[config.mk]
export PLATFORM = sky130hd
export DESIGN_NAME = slot_pool_alloc
export DESIGN_NICKNAME = d
export VERILOG_FILES = /design/src/rtl/slot_pool_pkg.sv /design/src/rtl/slot_pool_freeq.sv /design/src/rtl/slot_pool_timer.sv /design/src/rtl/slot_pool_alloc.sv
export SDC_FILE = /design/constraint.sdc
export NUM_CORES = 1
export LEC_CHECK = 0
export ABC_CLOCK_PERIOD_IN_PS = 6200
export BUFFER_PORTS_ARGS = -buffer_cell sky130_fd_sc_hd__buf_2
export CORE_MARGIN = 1
export CORE_UTILIZATION = 45
export DETAILED_ROUTE_END_ITERATION = 8
export GPL_TIMING_DRIVEN = 0
export PLACE_DENSITY = 0.61
export SLEW_MARGIN = 10
export SYNTH_ARGS = -nofsm -noshare
export SYNTH_HDL_FRONTEND = slang
export SYNTH_SLANG_ARGS = --single-unit
[constraint.sdc]
create_clock -name clk -period 6.2 [get_ports clk]
set_input_delay 0.62 -clock clk [delete_from_list [all_inputs] [get_ports clk]]
set_output_delay 0.62 -clock clk [all_outputs]
set_load 0.1 [all_outputs]
[src/rtl/slot_pool_pkg.sv]
package slot_pool_pkg;

    // Add an offset to a circular index; both inputs are below n.
    function automatic int wrap_idx(int base, int off, int n);
        int s;
        s = base + off;
        return (s >= n) ? (s - n) : s;
    endfunction

endpackage

[src/rtl/slot_pool_freeq.sv]
module slot_pool_freeq
    import slot_pool_pkg::*;
#(
    parameter int N = 4,
    localparam int IW   = $clog2(N),
    localparam int CNTW = $clog2(N + 1)
) (
    input  logic            clk,
    input  logic            rst_n,
    input  logic            pop,
    input  logic [N-1:0]    push_mask,
    output logic [IW-1:0]   head_idx,
    output logic [CNTW-1:0] count
);

    typedef struct {
        logic [IW-1:0]   ent [N];
        logic [IW-1:0]   head;
        logic [CNTW-1:0] cnt;
    } fq_t;

    fq_t s_d, s_q;

    always_comb begin
        int tail;
        int k;
        s_d  = s_q;
        tail = wrap_idx(int'(s_q.head), int'(s_q.cnt), N);
        k    = 0;
        // freed indices go to the tail, lowest index first
        for (int i = 0; i < N; i++) begin
            if (push_mask[i]) begin
                s_d.ent[wrap_idx(tail, k, N)] = IW'(i);
                k++;
            end
        end
        if (pop) begin
            s_d.head = IW'(wrap_idx(int'(s_q.head), 1, N));
        end
        s_d.cnt = CNTW'(int'(s_q.cnt) - (pop ? 1 : 0) + k);
    end

    always_ff @(posedge clk) begin
        if (!rst_n) begin
            for (int i = 0; i < N; i++) begin
                s_q.ent[i] <= IW'(i);
            end
            s_q.head <= '0;
            s_q.cnt  <= CNTW'(N);
        end else begin
            s_q <= s_d;
        end
    end

    assign head_idx = s_q.ent[s_q.head];
    assign count    = s_q.cnt;

endmodule

[src/rtl/slot_pool_timer.sv]
module slot_pool_timer #(
    parameter int LAT = 2
) (
    input  logic clk,
    input  logic rst_n,
    input  logic start,
    input  logic cancel,
    output logic done_flag,
    output logic done_pulse
);

    generate
        if (LAT == 0) begin : g_zero
            typedef struct packed {
                logic done;
                logic pulse;
            } tz_t;
            tz_t s_d, s_q;

            always_comb begin
                s_d       = s_q;
                s_d.pulse = start;
                if (cancel) begin
                    s_d.done = 1'b0;
                end else if (start) begin
                    s_d.done = 1'b1;
                end
            end

            always_ff @(posedge clk) begin
                if (!rst_n) s_q <= '0;
                else        s_q <= s_d;
            end

            assign done_flag  = s_q.done;
            assign done_pulse = s_q.pulse;
        end else begin : g_count
            localparam int CW = $clog2(LAT + 1);
            typedef struct packed {
                logic          active;
                logic [CW-1:0] cnt;
                logic          done;
                logic          pulse;
            } tc_t;
            tc_t s_d, s_q;

            always_comb begin
                s_d       = s_q;
                s_d.pulse = 1'b0;
                if (cancel) begin
                    s_d.active = 1'b0;
                    s_d.done   = 1'b0;
                end else if (start) begin
                    s_d.active = 1'b1;
                    s_d.cnt    = CW'(LAT);
                    s_d.done   = 1'b0;
                end else if (s_q.active) begin
                    if (s_q.cnt == CW'(1)) begin
                        s_d.active = 1'b0;
                        s_d.done   = 1'b1;
                        s_d.pulse  = 1'b1;
                    end else begin
                        s_d.cnt = s_q.cnt - CW'(1);
                    end
                end
            end

            always_ff @(posedge clk) begin
                if (!rst_n) s_q <= '0;
                else        s_q <= s_d;
            end

            assign done_flag  = s_q.done;
            assign done_pulse = s_q.pulse;
        end
    endgenerate

endmodule

[src/rtl/slot_pool_alloc.sv]
module slot_pool_alloc
    import slot_pool_pkg::*;
#(
    parameter int NUM_SLOTS   = 4,
    parameter int SERVICE_LAT = 2,
    parameter int TID_W       = 2,
    parameter int SEQ_W       = 8,
    parameter int STAGE_W     = 3,
    parameter int CMD_W       = 4,
    localparam int IW   = $clog2(NUM_SLOTS),
    localparam int CNTW = $clog2(NUM_SLOTS + 1)
) (
    input  logic                 clk,
    input  logic                 rst_n,
    input  logic                 req_valid,
    input  logic [TID_W-1:0]     req_tid,
    input  logic [SEQ_W-1:0]     req_seq,
    input  logic [STAGE_W-1:0]   req_stage,
    input  logic [CMD_W-1:0]     req_cmd,
    input  logic                 sq_valid,
    input  logic [TID_W-1:0]     sq_tid,
    input  logic [SEQ_W-1:0]     sq_seq,
    input  logic                 rel_valid,
    input  logic [IW-1:0]        rel_slot,
    output logic                 rsp_grant,
    output logic                 rsp_deny,
    output logic                 rsp_reuse,
    output logic [IW-1:0]        rsp_slot,
    output logic [STAGE_W-1:0]   rsp_stage,
    output logic [CMD_W-1:0]     rsp_cmd,
    output logic [NUM_SLOTS-1:0] slot_busy,
    output logic [NUM_SLOTS-1:0] slot_done,
    output logic [NUM_SLOTS-1:0] done_pulse,
    output logic [CNTW-1:0]      avail_cnt,
    output logic [CNTW-1:0]      inuse_cnt
);

    localparam int N = NUM_SLOTS;

    typedef struct {
        logic [N-1:0]       valid;
        logic [TID_W-1:0]   tid   [N];
        logic [SEQ_W-1:0]   seq   [N];
        logic [STAGE_W-1:0] stage [N];
        logic [CMD_W-1:0]   cmd   [N];
        logic               grant;
        logic               deny;
        logic               reuse;
        logic [IW-1:0]      slot;
        logic [STAGE_W-1:0] rstage;
        logic [CMD_W-1:0]   rcmd;
    } st_t;

    st_t s_d, s_q;

    logic [N-1:0]    sq_hit, rel_hit, free_mask, start_vec;
    logic            req_killed, own_any, take, fq_pop;
    logic [IW-1:0]   own_idx, pick, fq_head;
    logic [CNTW-1:0] fq_cnt;

    // Hit detection: squash before release before request
    always_comb begin
        for (int i = 0; i < N; i++) begin
            sq_hit[i]  = sq_valid && s_q.valid[i] && (s_q.tid[i] == sq_tid)
                         && (s_q.seq[i] > sq_seq);
            rel_hit[i] = rel_valid && (rel_slot == IW'(i)) && s_q.valid[i]
                         && !sq_hit[i];
        end
        free_mask  = sq_hit | rel_hit;
        req_killed = req_valid && sq_valid && (req_tid == sq_tid) && (req_seq > sq_seq);
        own_any    = 1'b0;
        own_idx    = '0;
        for (int i = 0; i < N; i++) begin
            if (s_q.valid[i] && !free_mask[i] && (s_q.tid[i] == req_tid)
                && (s_q.seq[i] == req_seq)) begin
                own_any = 1'b1;
                own_idx = IW'(i);
            end
        end
        take   = req_valid && !req_killed && (own_any || (fq_cnt != '0));
        fq_pop = take && !own_any;
        pick   = own_any ? own_idx : fq_head;
        for (int i = 0; i < N; i++) begin
            start_vec[i] = take && (pick == IW'(i));
        end
    end

    // Next-state computation
    always_comb begin
        s_d       = s_q;
        s_d.valid = s_q.valid & ~free_mask;
        if (fq_pop) begin
            s_d.valid[fq_head] = 1'b1;
            s_d.tid[fq_head]   = req_tid;
            s_d.seq[fq_head]   = req_seq;
            s_d.stage[fq_head] = req_stage;
            s_d.cmd[fq_head]   = req_cmd;
        end
        s_d.grant  = take;
        s_d.deny   = req_valid && !take;
        s_d.reuse  = take && own_any;
        s_d.slot   = take ? pick : '0;
        s_d.rstage = '0;
        s_d.rcmd   = '0;
        if (take) begin
            s_d.rstage = own_any ? s_q.stage[own_idx] : req_stage;
            s_d.rcmd   = own_any ? s_q.cmd[own_idx]   : req_cmd;
        end
    end

    always_ff @(posedge clk) begin
        if (!rst_n) begin
            s_q.valid  <= '0;
            s_q.grant  <= 1'b0;
            s_q.deny   <= 1'b0;
            s_q.reuse  <= 1'b0;
            s_q.slot   <= '0;
            s_q.rstage <= '0;
            s_q.rcmd   <= '0;
        end else begin
            s_q <= s_d;
        end
    end

    slot_pool_freeq #(.N(N)) freeq_i (
        .clk       (clk),
        .rst_n     (rst_n),
        .pop       (fq_pop),
        .push_mask (free_mask),
        .head_idx  (fq_head),
        .count     (fq_cnt)
    );

    generate
        for (genvar g = 0; g < N; g++) begin : g_timer
            slot_pool_timer #(.LAT(SERVICE_LAT)) timer_i (
                .clk        (clk),
                .rst_n      (rst_n),
                .start      (start_vec[g]),
                .cancel     (free_mask[g]),
                .done_flag  (slot_done[g]),
                .done_pulse (done_pulse[g])
            );
        end
    endgenerate

    assign rsp_grant = s_q.grant;
    assign rsp_deny  = s_q.deny;
    assign rsp_reuse = s_q.reuse;
    assign rsp_slot  = s_q.slot;
    assign rsp_stage = s_q.rstage;
    assign rsp_cmd   = s_q.rcmd;
    assign slot_busy = s_q.valid;
    assign avail_cnt = fq_cnt;
    assign inuse_cnt = CNTW'(N) - fq_cnt;

endmodule

==> results of run 1 <==
## layout make-up
class | count | area [sq um] | share of cell area, %
Inverter | 51 | 193 | 1.96
Buffer | 49 | 289 | 2.93
Sequential cell | 117 | 3020 | 30.7
Clock buffer | 18 | 439 | 4.46
Multi-Input combinational cell | 643 | 4990 | 50.7
Clock inverter | 14 | 174 | 1.77
Tap cell | 229 | 287 | 2.91
Timing Repair Buffer | 80 | 455 | 4.62
## repair_timing
| item | 4_1_cts | 5_1_grt |
|---|---|---|
| pin swaps | 8 | 7 |
| endpoints found under the setup margin | 8 | 8 |
| gates resized for setup | 23 | 19 |
| buffers inserted | 4 | 9 |
| cloned | 0 | 0 |
## stage by stage
| stage | util [%] | worst slack [ns] | cells | cell area [sq um] | hold slack, ns |
|---|---|---|---|---|---|
| CTS | 53.9 | 0.00280 | 1192 | 9720 | 0.417 |
| floorplan | - | -0.00125 | 860 | 8290 | 0.425 |
| global route | 54.7 | -0.00355 | 1201 | 9850 | 0.433 |
| finish | 54.7 | 0.211 | 1201 | 9850 | 0.425 |
| global placement | 49.3 | -1.67 | 1150 | 8890 | 0.441 |
| detailed placement | 49.7 | -1.63 | 1156 | 8960 | 0.444 |
## cells in the final DEF, fill, tap and decap left out, types with 5 or more instances in the layout
cell and n:
sky130_fd_sc_hd__or4_1 9, sky130_fd_sc_hd__o21ai_0 36, sky130_fd_sc_hd__or2_2 7, sky130_fd_sc_hd__o211ai_1 22
sky130_fd_sc_hd__o31ai_1 5, sky130_fd_sc_hd__buf_4 43, sky130_fd_sc_hd__nand2_1 47, sky130_fd_sc_hd__clkbuf_1 21
sky130_fd_sc_hd__nand4_1 31, sky130_fd_sc_hd__inv_1 45, sky130_fd_sc_hd__a21o_1 9, sky130_fd_sc_hd__and3_1 7
sky130_fd_sc_hd__nor4_1 10, sky130_fd_sc_hd__nor3_1 19, sky130_fd_sc_hd__clkbuf_16 17, sky130_fd_sc_hd__a211oi_1 22
sky130_fd_sc_hd__buf_2 61, sky130_fd_sc_hd__a31oi_1 7, sky130_fd_sc_hd__dfxtp_1 49, sky130_fd_sc_hd__xor2_1 18
sky130_fd_sc_hd__a22oi_1 7, sky130_fd_sc_hd__nand3b_1 8, sky130_fd_sc_hd__a21oi_1 35, sky130_fd_sc_hd__nand3_1 39
sky130_fd_sc_hd__xnor2_1 46, sky130_fd_sc_hd__nor2b_1 16, sky130_fd_sc_hd__edfxtp_1 68, sky130_fd_sc_hd__o211a_1 5
sky130_fd_sc_hd__nor2_1 31, sky130_fd_sc_hd__ha_1 88
## logic make-up after synthesis
| logic type | after synthesis |
|---|---|
| compound gates | 205 |
| xor+xnor | 67 |
| fa+ha+maj | 95 |
| buf+inv | 100 |
| flops | 117 |
| mux | 6 |
| other cells | 1 |
| simple gates | 266 |
## power groups by stage
stage / Combinational (uW) / Clock [uW] / Sequential, uW
final: 2250 / 1030 / 942
after global placement: 2040 / 0 / 955
after global routing: 2460 / 1070 / 949
after CTS: 2170 / 1040 / 941
after floorplan: 1620 / 0 / 952
after detailed placement: 2060 / 0 / 953
## critical path, stage by stage (launching register included)
cell                        delay [ns]
sky130_fd_sc_hd__edfxtp_1         0.42
sky130_fd_sc_hd__ha_1             0.32
sky130_fd_sc_hd__nand4_1          0.20
sky130_fd_sc_hd__o2111ai_2        0.32
sky130_fd_sc_hd__nand2_1          0.11
sky130_fd_sc_hd__o211ai_1         0.10
sky130_fd_sc_hd__buf_4            0.16
sky130_fd_sc_hd__inv_2            0.06
sky130_fd_sc_hd__ha_1             0.24
sky130_fd_sc_hd__nand2_1          0.09
sky130_fd_sc_hd__o21ai_2          0.09
sky130_fd_sc_hd__ha_1             0.30
sky130_fd_sc_hd__a21o_1           0.15
sky130_fd_sc_hd__a21oi_2          0.10
sky130_fd_sc_hd__or4_1            0.54
sky130_fd_sc_hd__ha_1             0.35
sky130_fd_sc_hd__or4b_4           0.52
sky130_fd_sc_hd__or3b_1           0.40
sky130_fd_sc_hd__a211o_1          0.31
sky130_fd_sc_hd__nor3b_2          0.29
sky130_fd_sc_hd__o21a_2           0.21
sky130_fd_sc_hd__nor4_2           0.05
sky130_fd_sc_hd__buf_4            0.18
sky130_fd_sc_hd__a311o_1          0.27
sky130_fd_sc_hd__o21a_1           0.11
## worst max-delay path by stage
stage	to	slack, ns
after floorplan	freeq_i.s_q[11]$_SDFF_PN0_	-0.001
after global placement	freeq_i.s_q[10]$_SDFF_PN0_	-1.67
after detailed placement	freeq_i.s_q[10]$_SDFF_PN0_	-1.63
after CTS	freeq_i.s_q[11]$_SDFF_PN0_	0.003
after global routing	freeq_i.s_q[10]$_SDFF_PN0_	-0.004
final	freeq_i.s_q[11]$_SDFF_PN0_	0.21
## metal layers
| metal | vias to the layer above | global-route usage, % | part of all wire, % |
|---|---|---|---|
| li1 | 3447 | - | - |
| met1 | 3415 | 35.2 | 49 |
| met2 | 216 | 36.6 | 44 |
| met3 | 34 | 4.30 | 5.5 |
| met4 | 0 | 7.45 | 1.8 |
| met5 | - | 0 | 0 |
==> out/qor.csv, run 1 <==
metric,value,unit
outcome,completed,
final-report hold violation count,0,
Post-Synth Simple-Gate Area,17.8,%
hold path start,req_tid[1],
Inserted Diodes,0,
R2R depth,24,
Synth Area in Compound Gates,17.1,%
worst hold path cell count,1,
total clock buffers created by CTS,17,
startpoint type of the worst setup path,register,
P per Cell Area,428,mW/mm^2
Critical Path AT,6.31,ns
Worst Max-Slew Pin Slew,1.09,ns
kind of end point of the critical path,register,
maxcap violations,0,
Post-Syn Area,0.00828,sq mm
Sinks on Clock Net,117,
xor and xnor area share after synthesis,7.18,%
number of routed nets with antenna violations,0,
Clock Tree Root,sky130_fd_sc_hd__clkbuf_16,
fill cell total of the finished layout,1620,
peak ir drop on the vdd network,0.253,mV
total via count after detailed routing,7112,
Synth Warn #,0,
initial standard-cell utilization of the core,46.0,%
Max Buffers Root-to-Sink,2,
library cell with the highest instance count after synthesis,sky130_fd_sc_hd__ha_1,
CTS hold repair buffers,0,
synthesized instance count,857,
critical setup path kind,reg -> reg,
Synth Flop Type,sky130_fd_sc_hd__edfxtp_1,
iteration-0 DRC count of the detailed router,589,
Setup Total Neg Slack,0,ns
Congestion Overflow GR,0,
area share of the leading cell type in the synthesized netlist,24.7,%
critical-path maximum fanout,6,
adder and majority cell fraction of the synthesized area,14.6,%
synthesized area per cell,9.67,sq um
horizontal die dimension,138,um
Routability Congestion,0.846,
switching power summed over all nets,1880,uW
layout-stage area growth over the synthesis result,19.0,%
die outline area,0.0190,sq mm
Pleak,0.00401,uW
die height,138,um
global-route wire length before repair,34.6,mm
number of top-level pins,64,
H-tree depth,4,
dominant cells by area after synthesis,"sky130_fd_sc_hd__edfxtp_1 (25%), sky130_fd_sc_hd__ha_1 (14%), sky130_fd_sc_hd__dfxtp_1 (12%)",
period utilisation layout,96.6,%
#FFs+latches synth,117,
total wire length after detailed routing,22.1,mm
number of placement rows,49,
fraction of power consumed by combinational cells,53.3,%
most area-hungry cell type in the Yosys netlist,sky130_fd_sc_hd__edfxtp_1,
count of flip-flops with a built-in enable after synthesis,68,
net count reported at finish,1088,
per-cell routed wire length,18.4,um
Flop pwr share,22.3,%
ratio of routed vias to standard cells,5.92,
most frequent cells after synthesis,"sky130_fd_sc_hd__ha_1 (92), sky130_fd_sc_hd__edfxtp_1 (68), sky130_fd_sc_hd__dfxtp_1 (49)",
endpoint of the most critical register-to-register path,freeq_i.s_q[11]$_SDFF_PN0_,
count of input and output buffers,61,
"setup slack, reg-to-reg",0.21,ns
DRC violation count after routing,0,
max-slew violations,0,
fraction of synthesis flops using an asynchronous set or reset pin,0,%
"Req. time, crit path",6.52,ns
total power consumption of the routed design,4220,uW
CTS tree,yes,
Final Skew,0.00817,ns
core area,0.0180,sq mm
count of endpoints failing setup in the final report,0,
fmax,0.167,GHz
HPWL reported at the end of detailed placement,16.6,mm
worst relative slew slack,27.3,%
main combinational cell family by area after synthesis,simple AND/OR/NAND/NOR gates,
initial antenna violation count,0,
Period minus WS final,5.99,ns
fraction of layout cells with a size suffix above 1,19.5,%
register area share after synthesis,36.5,%
switching part of the total power,44.6,%
proportion of synthesized area in mux cells,1.03,%
number of global-route vias before repair,6444,
Skew-Pair Late Insertion Delay,0.43,ns
global-route total usage across every layer,24.4,%
maximum number of pins on one net before global-route repair,32,
worst hold path class,in -> reg,
number of distinct library cells after synthesis,83,
clock network fraction of total power,24.4,%
clock-pin transition on the worst setup and hold timing paths,0.06,ns
drt pass-1 iters,5,
Int Pwr,2340,uW
Power figures use the tool's default switching activity.
==> run 2, diff against run 1 <==
Settings changed: GPL_ROUTABILITY_DRIVEN set to 0, RECOVER_POWER set to 100.
==> out/qor.csv, run 2 (synthesis results as in run 1) <==
metric,value,unit
outcome,completed,
number of placement rows,49,
P per Cell Area,426,mW/mm^2
Setup Total Neg Slack,0,ns
global-route wire length before repair,33.8,mm
total clock buffers created by CTS,17,
Clock Tree Root,sky130_fd_sc_hd__clkbuf_16,
Congestion Overflow GR,0,
Max Buffers Root-to-Sink,2,
peak ir drop on the vdd network,0.236,mV
total via count after detailed routing,6980,
CP max stage delay,0.55,ns
number of routed nets with antenna violations,0,
kind of end point of the critical path,register,
critical-path maximum fanout,8,
cells along the critical path,"ha_1, nand4_1, o2111ai_2, nand2_1, o211ai_1, buf_4, buf_4, ha_1, o21ai_2, ha_1, a21o_1, a21oi_2, or4_4, ha_1, or4b_4, or3b_1, a211o_1, nor3b_2, o21a_2, nor4_2, clkbuf_2, a311o_1, o21a_1",
die height,138,um
net count reported at finish,1090,
Pleak,0.00381,uW
capturing element of the worst setup path,freeq_i.s_q[11]$_SDFF_PN0_,
Inserted Diodes,0,
number of global-route vias before repair,6267,
maximum number of pins on one net before global-route repair,32,
filler-free cell count of the finished design,1203,
worst relative slew slack,10.4,%
initial standard-cell utilization of the core,46.0,%
Reg area,0.00302,sq mm
ratio of routed vias to standard cells,5.80,
Skew-Pair Late Insertion Delay,0.42,ns
final-report hold violation count,0,
fraction of layout cells with a size suffix above 1,13.6,%
worst hold path class,reg -> reg,
Period minus WS final,6.00,ns
CTS hold repair buffers,0,
CTS tree,yes,
H-tree depth,4,
most frequent standard cell in the layout excluding fill and tap cells,sky130_fd_sc_hd__ha_1,
Final Skew,0.0103,ns
count of endpoints failing setup in the final report,0,
initial antenna violation count,0,
global-route total usage across every layer,23.7,%
"Req. time, crit path",6.51,ns
startpoint type of the worst setup path,register,
per-cell routed wire length,18.2,um
total wire length after detailed routing,21.9,mm
R2R depth,23,
count of input and output buffers,61,
max-slew violations,0,
period utilisation layout,96.8,%
die outline area,0.0190,sq mm
"setup slack, reg-to-reg",0.20,ns
horizontal die dimension,138,um
most used cells in the layout excluding fill and tap cells,"sky130_fd_sc_hd__ha_1 (88), sky130_fd_sc_hd__clkbuf_1 (78), sky130_fd_sc_hd__edfxtp_1 (68)",
critical setup path kind,reg -> reg,
Critical Path AT,6.31,ns
HPWL reported at the end of detailed placement,16.4,mm
layout-stage area growth over the synthesis result,17.4,%
DRC violation count after routing,0,
drt pass-1 iters,5,
area used by multi-input combinational logic,0.00497,sq mm
clock-pin transition on the worst setup and hold timing paths,0.05,ns
Sinks on Clock Net,117,
Worst path slowest cell,sky130_fd_sc_hd__or4_4,
number of top-level pins,64,
dpl cells,1157,
fmax,0.167,GHz
fill cell total of the finished layout,1686,
core area,0.0180,sq mm
maxcap violations,0,
Worst Max-Slew Pin Slew,1.33,ns
cell repeated most along the worst path,sky130_fd_sc_hd__ha_1,
endpoint of the most critical register-to-register path,freeq_i.s_q[11]$_SDFF_PN0_,
iteration-0 DRC count of the detailed router,494,
[run 2: how the worst min path moves through the flow]
| stage | from | end | slack, ns | cells after the start |
|---|---|---|---|---|
| 3_3_place_gp | freeq_i.s_q[6]$_SDFF_PN1_ | freeq_i.s_q[6]$_SDFF_PN1_ | 0.44 | 2 |
| 2_1_floorplan | freeq_i.s_q[6]$_SDFF_PN1_ | freeq_i.s_q[6]$_SDFF_PN1_ | 0.43 | 2 |
| 4_1_cts | req_tid[1] | register | 0.42 | 1 |
| 6_report | g_timer[3].timer_i.g_count.s_q[4]$_SDFF_PP0_ | g_timer[3].timer_i.done_pulse$_SDFF_PP0_ | 0.45 | 2 |
| 3_5_place_dp | g_timer[1].timer_i.g_count.s_q[4]$_SDFF_PP0_ | g_timer[1].timer_i.done_pulse$_SDFF_PP0_ | 0.44 | 2 |
| 5_1_grt | g_timer[3].timer_i.g_count.s_q[4]$_SDFF_PP0_ | g_timer[3].timer_i.done_pulse$_SDFF_PP0_ | 0.47 | 2 |
[run 2: final cells by class]
class,count,share of cell area [%]
Clock inverter,12,1.58
Inverter,51,1.98
Sequential cell,117,31.1
Tap cell,229,2.95
Buffer,49,2.95
Clock buffer,20,4.49
Timing Repair Buffer,82,3.86
Multi-Input combinational cell,643,51.1
[run 2: critical path, delay by kind of cell, from the launching register on]
family | cells | cell delay, ns
fa+ha+maj | 4 | 1.12
simple gates | 7 | 2.16
buf+inv | 3 | 0.50
flops | 1 | 0.41
compound gates | 9 | 1.70
[run 2: metrics by stage]
step	worst slack (ns)	total power [uW]	cell area [sq um]	utilization (%)	hold slack, ns
2_1_floorplan	-0.00125	2570	8290	-	0.425
3_3_place_gp	-1.48	2980	8890	49.3	0.441
3_5_place_dp	-1.55	3000	8970	49.8	0.444
4_1_cts	0.00818	4090	9710	53.9	0.424
5_1_grt	-0.0392	4410	9720	53.9	0.472
6_report	0.198	4140	9720	53.9	0.454
[run 2: routing by layer]
layer  track usage [%]  routed length (um)  share of wire [%]  up-vias
met5                 0                   0                  0        -
li1                  -                   -                  -     3435
met3              4.49                1190                5.5       27
met1              34.2               10700                 49     3299
met4              7.08                 340                1.6        0
met2              35.7                9650                 44      219
[run 2: power by group]
group          total (uW)  leakage [uW]  switching (uW)  internal, uW
clock network         992      0.000282             360           632
logic                2210       0.00251            1430           780
registers             941       0.00102            52.6           888
total                4140       0.00381            1840          2300
[run 2: timing repair]
action | CTS | global route
pin swaps | 6 | 11
buffers inserted | 5 | 9
setup endpoints to repair | 8 | 8
gates resized for setup | 22 | 19
==> run 3, diff against run 2 <==
Settings changed: CAP_MARGIN set to 20, SETUP_SLACK_MARGIN set to 0.5.
==> out/qor.csv, run 3 (synthesis results as in run 1) <==
metric,value,unit
outcome,"complete, but fails checks",
failing checks,"max-capacitance violations, max-slew violations",
global-route wire length before repair,34.4,mm
period utilisation layout,94.0,%
initial standard-cell utilization of the core,46.0,%
critical-path maximum fanout,6,
worst relative slew slack,-10.2,%
total wire length after detailed routing,22.0,mm
number of placement rows,49,
Clock Tree Root,sky130_fd_sc_hd__clkbuf_16,
Worst path slowest cell,sky130_fd_sc_hd__or4b_4,
Critical Path AT,6.14,ns
number of global-route vias before repair,6427,
number of top-level pins,64,
fraction of layout cells with a size suffix above 1,17.1,%
total via count after detailed routing,6984,
most frequent standard cell in the layout excluding fill and tap cells,sky130_fd_sc_hd__ha_1,
total clock buffers created by CTS,17,
number of routed nets with antenna violations,0,
Worst Max-Slew Pin Slew,1.64,ns
dpl cells,1155,
Int Pwr,2310,uW
initial antenna violation count,0,
clock network fraction of total power,20.3,%
filler-free cell count of the finished design,1220,
"setup slack, reg-to-reg",0.44,ns
CTS tree,yes,
fmax,0.172,GHz
kind of end point of the critical path,register,
maximum number of pins on one net before global-route repair,32,
Sinks on Clock Net,117,
Skew-Pair Late Insertion Delay,0.42,ns
DRC violation count after routing,0,
count of endpoints failing setup in the final report,0,
Crit path buffers/inverters,5,
clock-pin transition on the worst setup and hold timing paths,0.05,ns
Period minus WS final,5.83,ns
H-tree depth,4,
worst hold path class,reg -> reg,
global-route total usage across every layer,24.0,%
minimum setup slack in the final design,0.370,ns
count of input and output buffers,61,
core area,0.0180,sq mm
Flop pwr share,22.4,%
die height,138,um
switching power summed over all nets,1900,uW
most used cells in the layout excluding fill and tap cells,"sky130_fd_sc_hd__ha_1 (82), sky130_fd_sc_hd__clkbuf_1 (73), sky130_fd_sc_hd__edfxtp_1 (68)",
per-cell routed wire length,18.0,um
Placement Setup Slack,-0.854,ns
layout-stage area growth over the synthesis result,20.5,%
fill cell total of the finished layout,1637,
Congestion Overflow GR,0,
switching part of the total power,45.1,%
peak ir drop on the vdd network,0.324,mV
final-report hold violation count,0,
horizontal die dimension,138,um
maxcap violations,2,
P per Cell Area,422,mW/mm^2
net count reported at finish,1107,
critical setup path kind,in -> reg,
fraction of power consumed by combinational cells,57.3,%
iteration-0 DRC count of the detailed router,565,
ratio of routed vias to standard cells,5.72,
die outline area,0.0190,sq mm
Fin Hold WS,0.450,ns
HPWL reported at the end of detailed placement,16.7,mm
drt pass-1 iters,7,
total power consumption of the routed design,4210,uW
kind of cell with the highest combined delay on the critical path,simple AND/OR/NAND/NOR gates,
RSZ-0062 raised after global routing,yes,
Inserted Diodes,0,
Max Buffers Root-to-Sink,2,
Final Skew,0.00860,ns
CTS hold repair buffers,0,
startpoint type of the worst setup path,input port,
CP max stage delay,0.47,ns
Pleak,0.00387,uW
"Req. time, crit path",6.51,ns
max-slew violations,21,
==> run 3: cell types whose count changed in the layout (fill, tap and decap cells not counted), moves of 3 or more <==
cell	change
sky130_fd_sc_hd__buf_4	+16
sky130_fd_sc_hd__bufinv_16	-3
sky130_fd_sc_hd__clkinv_1	+3
sky130_fd_sc_hd__ha_1	-6
sky130_fd_sc_hd__clkbuf_1	-5
sky130_fd_sc_hd__ha_4	+4
sky130_fd_sc_hd__clkinvlp_4	+3
==> run 3: what timing repair did <==
item,CTS,global route
pin swaps,21,17
buffers inserted,22,11
gates cloned,0,0
resized for setup,36,17
setup endpoints to repair,8,8
==> run 3: path summary, 6_finish.rpt <==
kind | to | depth (start not counted) | from
hold / removal | g_timer[3].timer_i.done_pulse$_SDFF_PP0_ | 2 | g_timer[3].timer_i.g_count.s_q[4]$_SDFF_PP0_
setup / recovery | freeq_i.s_q[11]$_SDFF_PN0_ | 25 | sq_seq[5]
setup reg to reg | freeq_i.s_q[11]$_SDFF_PN0_ | 23 | register
hold reg to reg | g_timer[3].timer_i.done_pulse$_SDFF_PP0_ | 2 | g_timer[3].timer_i.g_count.s_q[4]$_SDFF_PP0_
==> run 3: area by class of cell <==
class	instances	area [sq um]	share of cell area (%)
Multi-Input combinational cell	643	5120	51.3
Sequential cell	117	3030	30.3
Timing Repair Buffer	99	519	5.20
Clock buffer	17	425	4.26
Buffer	49	303	3.03
Tap cell	229	287	2.87
Inverter	51	204	2.04
Clock inverter	15	91.3	0.915
==> run 3: per-stage QoR <==
stage                     setup TNS, ns  area [sq um]  util (%)
after CTS                             0          9930      55.1
after detailed placement          -4.61          9080      50.4
final                                 0          9980      55.4
after global placement           -11.72          9010      50.0
after floorplan                       0          8420         -
after global routing                  0          9980      55.4
==> run 3: worst min-delay path, delay by kind of cell (launching register included) <==
kind	cells	cell delay [ns]
DFF	1	0.32
and+or+nand+nor	2	0.10
==> run 3: power by group through the flow <==
stage,clock (uW),combinational (uW),sequential (uW)
after floorplan,0,1680,952
after global placement,0,2090,956
after detailed placement,0,2110,955
after CTS,868,2270,943
after global routing,909,2630,953
final,854,2410,944
==> run 3: layer usage <==
metal | GRT usage, % | vias to the layer above | part of all wire (%)
met5 | 0 | - | 0
met4 | 7.02 | 0 | 1.6
met3 | 3.72 | 27 | 4.2
met2 | 37.1 | 177 | 45
met1 | 34.4 | 3304 | 49
li1 | - | 3476 | -
